$ cat src/rtl/mbx_pkg.sv
package mbx_pkg;
  // Mailbox locations; the coprocessor decodes these.
  localparam logic [1:0] LOC_RX_DATA = 2'd0;
  localparam logic [1:0] LOC_TX_DATA = 2'd1;
  localparam logic [1:0] LOC_RX_STAT = 2'd2;
  localparam logic [1:0] LOC_TX_STAT = 2'd3;

  // Command code: bit 0 = receive direction, bit 1 = slice framing.
  typedef enum logic [1:0] {
    OP_TX_WORD  = 2'd0,
    OP_RX_WORD  = 2'd1,
    OP_TX_SLICE = 2'd2,
    OP_RX_SLICE = 2'd3
  } mbx_op_e;

  typedef enum logic [1:0] {
    BP_IDLE = 2'd0,
    BP_POLL = 2'd1,
    BP_MOVE = 2'd2
  } bp_state_e;

  typedef enum logic [1:0] {
    SQ_IDLE = 2'd0,
    SQ_HEAD = 2'd1,
    SQ_BODY = 2'd2
  } sq_state_e;
endpackage

$ cat src/rtl/mbx_byte_port.sv
// One polled byte transfer: poll status, then one data access, or give up.
module mbx_byte_port
  import mbx_pkg::*;
#(
  parameter int RX_WAIT_LIMIT = 50_000_000,
  parameter int TX_WAIT_LIMIT = 100_000_000
) (
  input  logic       clk,
  input  logic       rst_n,
  input  logic       req,
  input  logic       dir_rx,
  input  logic [7:0] tx_byte,
  output logic       ack,
  output logic       tmo,
  output logic [7:0] rx_byte,
  output logic [1:0] bus_addr,
  output logic       bus_rd,
  output logic       bus_wr,
  output logic [7:0] bus_wdata,
  input  logic [7:0] bus_rdata
);
  localparam int MAX_LIMIT = (RX_WAIT_LIMIT > TX_WAIT_LIMIT) ? RX_WAIT_LIMIT : TX_WAIT_LIMIT;
  localparam int CW        = $clog2(MAX_LIMIT + 1);

  bp_state_e     st_q, st_d;
  logic          dir_q, dir_d;
  logic [7:0]    txb_q, txb_d;
  logic [CW-1:0] cnt_q, cnt_d;
  logic [CW-1:0] lim;

  assign lim       = dir_q ? CW'(RX_WAIT_LIMIT) : CW'(TX_WAIT_LIMIT);
  assign bus_wdata = txb_q;

  always_comb begin
    st_d     = st_q;
    dir_d    = dir_q;
    txb_d    = txb_q;
    cnt_d    = cnt_q;
    ack      = 1'b0;
    tmo      = 1'b0;
    rx_byte  = 8'h00;
    bus_rd   = 1'b0;
    bus_wr   = 1'b0;
    bus_addr = LOC_RX_DATA;
    unique case (st_q)
      BP_IDLE: begin
        if (req) begin
          st_d  = BP_POLL;
          dir_d = dir_rx;
          txb_d = tx_byte;
          cnt_d = '0;
        end
      end
      BP_POLL: begin
        bus_rd   = 1'b1;
        bus_addr = dir_q ? LOC_RX_STAT : LOC_TX_STAT;
        if (bus_rdata[0]) begin
          st_d = BP_MOVE;
        end else if (cnt_q == lim - 1'b1) begin
          ack  = 1'b1;
          tmo  = 1'b1;
          st_d = BP_IDLE;
        end else begin
          cnt_d = cnt_q + 1'b1;
        end
      end
      BP_MOVE: begin
        ack  = 1'b1;
        st_d = BP_IDLE;
        if (dir_q) begin
          bus_rd   = 1'b1;
          bus_addr = LOC_RX_DATA;
          rx_byte  = bus_rdata;
        end else begin
          bus_wr   = 1'b1;
          bus_addr = LOC_TX_DATA;
        end
      end
      default: st_d = BP_IDLE;
    endcase
  end

  always_ff @(posedge clk or negedge rst_n) begin
    if (!rst_n) begin
      st_q  <= BP_IDLE;
      dir_q <= 1'b0;
      txb_q <= 8'h00;
      cnt_q <= '0;
    end else begin
      st_q  <= st_d;
      dir_q <= dir_d;
      txb_q <= txb_d;
      cnt_q <= cnt_d;
    end
  end
endmodule

$ cat src/rtl/mbx_word_pack.sv
// Shift register: emits its low byte, and shifts new bytes in at the top.
module mbx_word_pack #(
  parameter int WORD_W = 32
) (
  input  logic              clk,
  input  logic              rst_n,
  input  logic              load,
  input  logic [WORD_W-1:0] load_val,
  input  logic              shift,
  input  logic [7:0]        in_byte,
  output logic [7:0]        lo_byte,
  output logic [WORD_W-1:0] nxt
);
  logic [WORD_W-1:0] sh_q;

  assign lo_byte = sh_q[7:0];
  assign nxt     = {in_byte, sh_q[WORD_W-1:8]};

  always_ff @(posedge clk or negedge rst_n) begin
    if (!rst_n)     sh_q <= '0;
    else if (load)  sh_q <= load_val;
    else if (shift) sh_q <= nxt;
  end
endmodule

$ cat src/rtl/mbx_slice_master.sv
module mbx_slice_master
  import mbx_pkg::*;
#(
  parameter int RX_WAIT_LIMIT = 50_000_000,
  parameter int TX_WAIT_LIMIT = 100_000_000,
  parameter int BUF_AW        = 10,
  parameter int WORD_W        = 32
) (
  input  logic              clk,
  input  logic              rst_n,
  input  logic              cmd_start,
  input  logic [1:0]        cmd_op,
  input  logic [WORD_W-1:0] cmd_word,
  output logic              cmd_busy,
  output logic              cmd_done,
  output logic              cmd_err,
  output logic [WORD_W-1:0] rsp_word,
  output logic [BUF_AW-1:0] buf_addr,
  input  logic [7:0]        buf_rdata,
  output logic              buf_we,
  output logic [7:0]        buf_wdata,
  output logic [1:0]        bus_addr,
  output logic              bus_rd,
  output logic              bus_wr,
  output logic [7:0]        bus_wdata,
  input  logic [7:0]        bus_rdata
);
  localparam int NBYTES = WORD_W / 8;
  localparam int BIW    = (NBYTES > 1) ? $clog2(NBYTES) : 1;
  localparam logic [BIW-1:0] LAST_IDX = BIW'(NBYTES - 1);

  sq_state_e         sq_q, sq_d;
  logic [1:0]        op_q, op_d;
  logic [BIW-1:0]    bidx_q, bidx_d;
  logic [WORD_W-1:0] rem_q, rem_d, len_sel;
  logic [BUF_AW-1:0] ptr_q, ptr_d;
  logic              err_q, err_d, done_q, done_d;
  logic [WORD_W-1:0] rsp_q, rsp_d;

  logic              accept, is_rx, is_slice;
  logic              bp_ack, bp_tmo;
  logic [7:0]        bp_rx, bp_tx, pk_lo;
  logic [WORD_W-1:0] pk_nxt;

  assign accept   = cmd_start && (sq_q == SQ_IDLE);
  assign is_rx    = op_q[0];
  assign is_slice = op_q[1];
  assign bp_tx    = (sq_q == SQ_BODY) ? buf_rdata : pk_lo;
  assign len_sel  = is_rx ? pk_nxt : rem_q;

  mbx_byte_port #(
    .RX_WAIT_LIMIT(RX_WAIT_LIMIT),
    .TX_WAIT_LIMIT(TX_WAIT_LIMIT)
  ) u_port (
    .clk, .rst_n,
    .req      (sq_q != SQ_IDLE),
    .dir_rx   (is_rx),
    .tx_byte  (bp_tx),
    .ack      (bp_ack),
    .tmo      (bp_tmo),
    .rx_byte  (bp_rx),
    .bus_addr, .bus_rd, .bus_wr, .bus_wdata, .bus_rdata
  );

  mbx_word_pack #(.WORD_W(WORD_W)) u_pack (
    .clk, .rst_n,
    .load     (accept),
    .load_val (cmd_op[0] ? '0 : cmd_word),
    .shift    (bp_ack && (sq_q == SQ_HEAD)),
    .in_byte  (bp_rx),
    .lo_byte  (pk_lo),
    .nxt      (pk_nxt)
  );

  always_comb begin
    sq_d   = sq_q;
    op_d   = op_q;
    bidx_d = bidx_q;
    rem_d  = rem_q;
    ptr_d  = ptr_q;
    err_d  = err_q;
    rsp_d  = rsp_q;
    done_d = 1'b0;
    unique case (sq_q)
      SQ_IDLE: begin
        if (accept) begin
          sq_d   = SQ_HEAD;
          op_d   = cmd_op;
          bidx_d = '0;
          ptr_d  = '0;
          rem_d  = cmd_word;
          err_d  = 1'b0;
          rsp_d  = '0;
        end
      end
      SQ_HEAD: begin
        if (bp_ack) begin
          if (bp_tmo && !is_rx) begin
            err_d = 1'b1; done_d = 1'b1; sq_d = SQ_IDLE;
          end else begin
            if (bp_tmo) err_d = 1'b1;
            bidx_d = bidx_q + 1'b1;
            if (bidx_q == LAST_IDX) begin
              if (is_rx) rsp_d = pk_nxt;
              if (!is_slice || len_sel == '0) begin
                done_d = 1'b1; sq_d = SQ_IDLE;
              end else begin
                rem_d = len_sel; sq_d = SQ_BODY;
              end
            end
          end
        end
      end
      SQ_BODY: begin
        if (bp_ack) begin
          if (bp_tmo && !is_rx) begin
            err_d = 1'b1; done_d = 1'b1; sq_d = SQ_IDLE;
          end else begin
            if (bp_tmo) err_d = 1'b1;
            ptr_d = ptr_q + 1'b1;
            rem_d = rem_q - 1'b1;
            if (rem_q == WORD_W'(1)) begin
              done_d = 1'b1; sq_d = SQ_IDLE;
            end
          end
        end
      end
      default: sq_d = SQ_IDLE;
    endcase
  end

  always_ff @(posedge clk or negedge rst_n) begin
    if (!rst_n) begin
      sq_q   <= SQ_IDLE;
      op_q   <= 2'b00;
      bidx_q <= '0;
      rem_q  <= '0;
      ptr_q  <= '0;
      err_q  <= 1'b0;
      rsp_q  <= '0;
      done_q <= 1'b0;
    end else begin
      sq_q   <= sq_d;
      op_q   <= op_d;
      bidx_q <= bidx_d;
      rem_q  <= rem_d;
      ptr_q  <= ptr_d;
      err_q  <= err_d;
      rsp_q  <= rsp_d;
      done_q <= done_d;
    end
  end

  assign cmd_busy  = (sq_q != SQ_IDLE);
  assign cmd_done  = done_q;
  assign cmd_err   = err_q;
  assign rsp_word  = rsp_q;
  assign buf_addr  = ptr_q;
  assign buf_we    = bp_ack && is_rx && (sq_q == SQ_BODY);
  assign buf_wdata = bp_rx;
endmodule

$ cat config.mk
export PLATFORM = sky130hd
export DESIGN_NAME = mbx_slice_master
export DESIGN_NICKNAME = d
export VERILOG_FILES = /design/src/rtl/mbx_pkg.sv /design/src/rtl/mbx_byte_port.sv /design/src/rtl/mbx_word_pack.sv /design/src/rtl/mbx_slice_master.sv
export SDC_FILE = /design/constraint.sdc
export NUM_CORES = 1
export LEC_CHECK = 0
export BUFFER_PORTS_ARGS = -buffer_cell sky130_fd_sc_hd__buf_2
export CAP_MARGIN = 20
export CORE_MARGIN = 4
export CORE_UTILIZATION = 30
export CTS_CLUSTER_SIZE = 16
export DETAILED_ROUTE_END_ITERATION = 7
export GPL_TIMING_DRIVEN = 0
export PLACE_DENSITY_LB_ADDON = 0.08
export SLEW_MARGIN = 15
export SYNTH_ARGS = -nofsm -noshare
export SYNTH_HDL_FRONTEND = slang
export SYNTH_SLANG_ARGS = --single-unit
$ cat constraint.sdc
create_clock -name clk -period 4.22 [get_ports clk]
set_clock_uncertainty 0.1 [all_clocks]
set_input_delay 0.844 -clock clk [delete_from_list [all_inputs] [get_ports clk]]
set_output_delay 0.844 -clock clk [all_outputs]
set_load 0.01 [all_outputs]
==> flow_metrics.py <==
metrics = {
    "outcome": {
        "status": "finished clean",
    },
    "worst_setup_path": {
        "cp.required_ns": 3.28,
        "worstSetupStartpointType": "flip-flop",
        "reg2reg_to": "rem_q[26]$_DFFE_PN0P_",
        "ff2ff_setup_slack_ns": 0.85,
        "cp-startpoint": "op_q[0]$_DFFE_PN0P_",
        "slowest_delay_ns": 0.65,
        "path_cells": "buf_2 -> buf_1 -> buf_2 -> buf_1 -> and3_1 -> buf_2",
        "crit_end": "buf_we",
        "r2r_start": "u_port.st_q[1]$_DFFE_PN0P_",
        "path_class": "reg -> out",
        "cp_max_fo": 10,
        "critPathSlowestCell": "buf_1",
        "rr_worst_depth": 11,
        "endpoint_kind": "primary output",
        "arrival_ns": 3.18,
        "crit_top_cell": "buf_2",
    },
    "power": {
        "totalPowerFinal_uw": 7540,
        "ir_drop_mv": 0.334,
        "power.density_mw_per_mm2": 695,
        "cellLeakagePower_uw": 0.00462,
    },
    "floorplan": {
        "start_util": 0.306,
        "pin_count": 119,
        "die_area_mm2": 0.0333,
        "core_area_mm2": 0.0299,
        "die_x_um": 183,
        "core.rowCount": 63,
        "die_height_um": 183,
    },
    "logic_synthesis": {
        "yosys_register_bits": 152,
        "synth_adder_area_share": 0.0164,
        "synth_ff_type": "dfrtp_1",
        "syn_area_mm2": 0.00914,
        "async_flop_share": 1.00,
        "avgSynthCellArea_um2": 8.89,
        "synthSimpleGateAreaFrac": 0.192,
        "synth.net_count": 1093,
        "synth_compound_area_frac": 0.240,
        "synth_xor_area_frac": 0.0307,
        "yosys.area.top_type": "dfrtp_1",
        "synth_top_family_by_area": "compound AO/OA/AOI/OAI gates",
        "ys_seq_area_frac": 0.416,
        "synth.area.top_cells": "dfrtp_1 42%, a21oi_1 6.1%, mux2i_1 4.2%",
        "synth_edf_count": 0,
        "synthTopCellsByCount": "152 x dfrtp_1, 112 x a21oi_1, 87 x nor2_1, 84 x nand2_1, 67 x o21ai_0",
        "synthCells": 1028,
        "synth_warnings": 0,
        "synth.area.mux_share": 0.0531,
        "synth_cell_types": 79,
        "synth.most_common_cell": "dfrtp_1",
        "synth.top_cell.area_share": 0.416,
    },
    "clock_tree": {
        "root_buffer": "clkbuf_16",
        "cts_sinks": 152,
        "numCtsBuffers": 17,
        "ctsLongestPathBuffers": 2,
        "clk_latency_ns": 0.44,
        "h-tree-depth": 4,
        "cts_tree": "yes",
        "clk_pin_slew_worst_paths_ns": 0.08,
        "ctsHoldBuffers": 0,
    },
    "final_layout": {
        "finish.utilization": 0.363,
        "stdcell_area_mm2": 0.0108,
        "syn_to_final_growth_pct": 18.6,
        "drive_gt1_frac": 0.177,
        "layout.nets": 1231,
        "antenna_cells": 0,
    },
    "route": {
        "dr.pass1.iters": 5,
        "vias": 8786,
        "viasPerCell": 5.60,
        "final_antenna_net_count": 0,
        "drc": 0,
        "wl_per_cell_um": 23.2,
        "wl_um": 36400,
        "first_iter_violations": 801,
    },
    "sta": {
        "timing.final.crit_period_ns": 4.12,
        "tightestPinTransition_ns": 0.934,
        "drv_slew": 0,
        "relSlewSlack": 0.378,
        "fmax_ghz": 0.243,
        "setup_viol": 0,
        "fin_crit_sh": 0.976,
        "fin_ws_ns": 0.101,
        "hold_viol_final": 0,
        "rsz0062_at_grt": "false",
    },
    "placed_design": {
        "gp_congestion": 0.956,
        "dpl_cell_area_mm2": 0.0103,
        "dp_hpwl_um": 27400,
        "preCtsSetupSlack_ns": 0.387,
        "io_buffers": 118,
    },
    "global_route": {
        "grt_max_degree": 88,
        "first_global_vias": 8433,
        "grt_overflow": 0,
        "grt_first_pass_wirelength_um": 55000,
        "grt_antenna_before_repair": 0,
        "gr-usage-all-layers": 0.215,
    },
    "job": {
        "drv_cap": 0,
    },
    "hold_path": {
        "hold_path_class": "in -> async",
    },
}
-- layout by cell type, fill, tap and decap left out, types with 24 or more instances in the layout --
cell type	synthesis	final
dfrtp_1	152	152
buf_2	16	134
a21oi_1	112	112
nor2_1	87	87
nand2_1	84	84
o21ai_0	67	67
clkbuf_1	55	55
mux2i_1	38	38
a22o_1	33	33
nand3_1	29	29
o31ai_1	29	29
nor4_1	24	24
-- worst min-delay path by stage --
| stage | start | to | slack [ns] | depth (start not counted) |
|---|---|---|---|---|
| 3_5_place_dp | u_port.bus_wdata[4]$_DFFE_PN0P_ | u_port.bus_wdata[4]$_DFFE_PN0P_ | 0.37 | 2 |
| 2_1_floorplan | rem_q[29]$_DFFE_PN0P_ | rem_q[29]$_DFFE_PN0P_ | 0.39 | 2 |
| 5_1_grt | rst_n | buf_addr[3]$_DFFE_PN0P_ | 0.31 | 1 |
| 4_1_cts | rst_n | buf_addr[3]$_DFFE_PN0P_ | 0.28 | 1 |
| 3_3_place_gp | u_port.bus_wdata[4]$_DFFE_PN0P_ | u_port.bus_wdata[4]$_DFFE_PN0P_ | 0.36 | 2 |
| 6_report | rst_n | buf_addr[3]$_DFFE_PN0P_ | 0.25 | 1 |
-- area by class of cell --
type | count | area (um^2)
tap | 390 | 488
clock buffer | 17 | 425
buffer | 87 | 385
timing repair buffer | 119 | 628
multi-input combinational | 766 | 4870
clock inverter | 15 | 159
fill | 3173 | 19000
inverter | 23 | 86.3
sequential | 152 | 3800
-- state kept, by name, summed over array words and instances, names as in the netlist --
name and flops:
cmd_done 1, sq_q 2, u_port.dir_q 1, u_port.st_q 2, buf_addr 10, rsp_word 32, op_q 2, bidx_q 2
u_pack.sh_q 32, u_port.cnt_q 27, u_port.bus_wdata 8, rem_q 32, cmd_err 1
-- stage by stage --
| stage | hold slack (ns) | TNS, ns | cells |
|---|---|---|---|
| after floorplan | 0.390 | 0 | 1028 |
| after global placement | 0.356 | -67.71 | 1536 |
| after detailed placement | 0.366 | 0 | 1537 |
| after CTS | 0.283 | 0 | 1569 |
| after global routing | 0.306 | 0 | 1569 |
| final | 0.255 | 0 | 1569 |
-- timing repair --
action	in CTS	in global routing
setup buffers	0	0
endpoints found under the setup margin	1	0
resized for setup	1	0
-- critical path, delay by kind of cell (launching register included) --
family	cells	cell delay [ns]
buffers and inverters	5	2.05
DFF	1	0.36
and+or+nand+nor	1	0.32
-- logic make-up after synthesis --
kind of cell,count (synthesis)
DFF,152
and+or+nand+nor,337
AOI/OAI and AO/OA,338
buffers and inverters,110
muxes,47
adders and majority gates,12
xor gates and xnor gates,32
-- report_power, final --
part / total [uW] / internal (uW) / leakage [uW] / switching [uW]
Sequential: 2470 / 1850 / 0.00198 / 625
Clock: 1560 / 793 / 0.000275 / 772
Combinational: 3500 / 1190 / 0.00237 / 2310
-- per-layer routing --
metal	up-vias	GRT usage	wire length [um]
li1	4128	-	-
met1	4307	0.334	18400
met2	314	0.307	15300
met3	37	0.0355	2050
met4	0	0.0546	721
met5	-	0	0
Note: power is estimated with default switching activity, not from simulation.
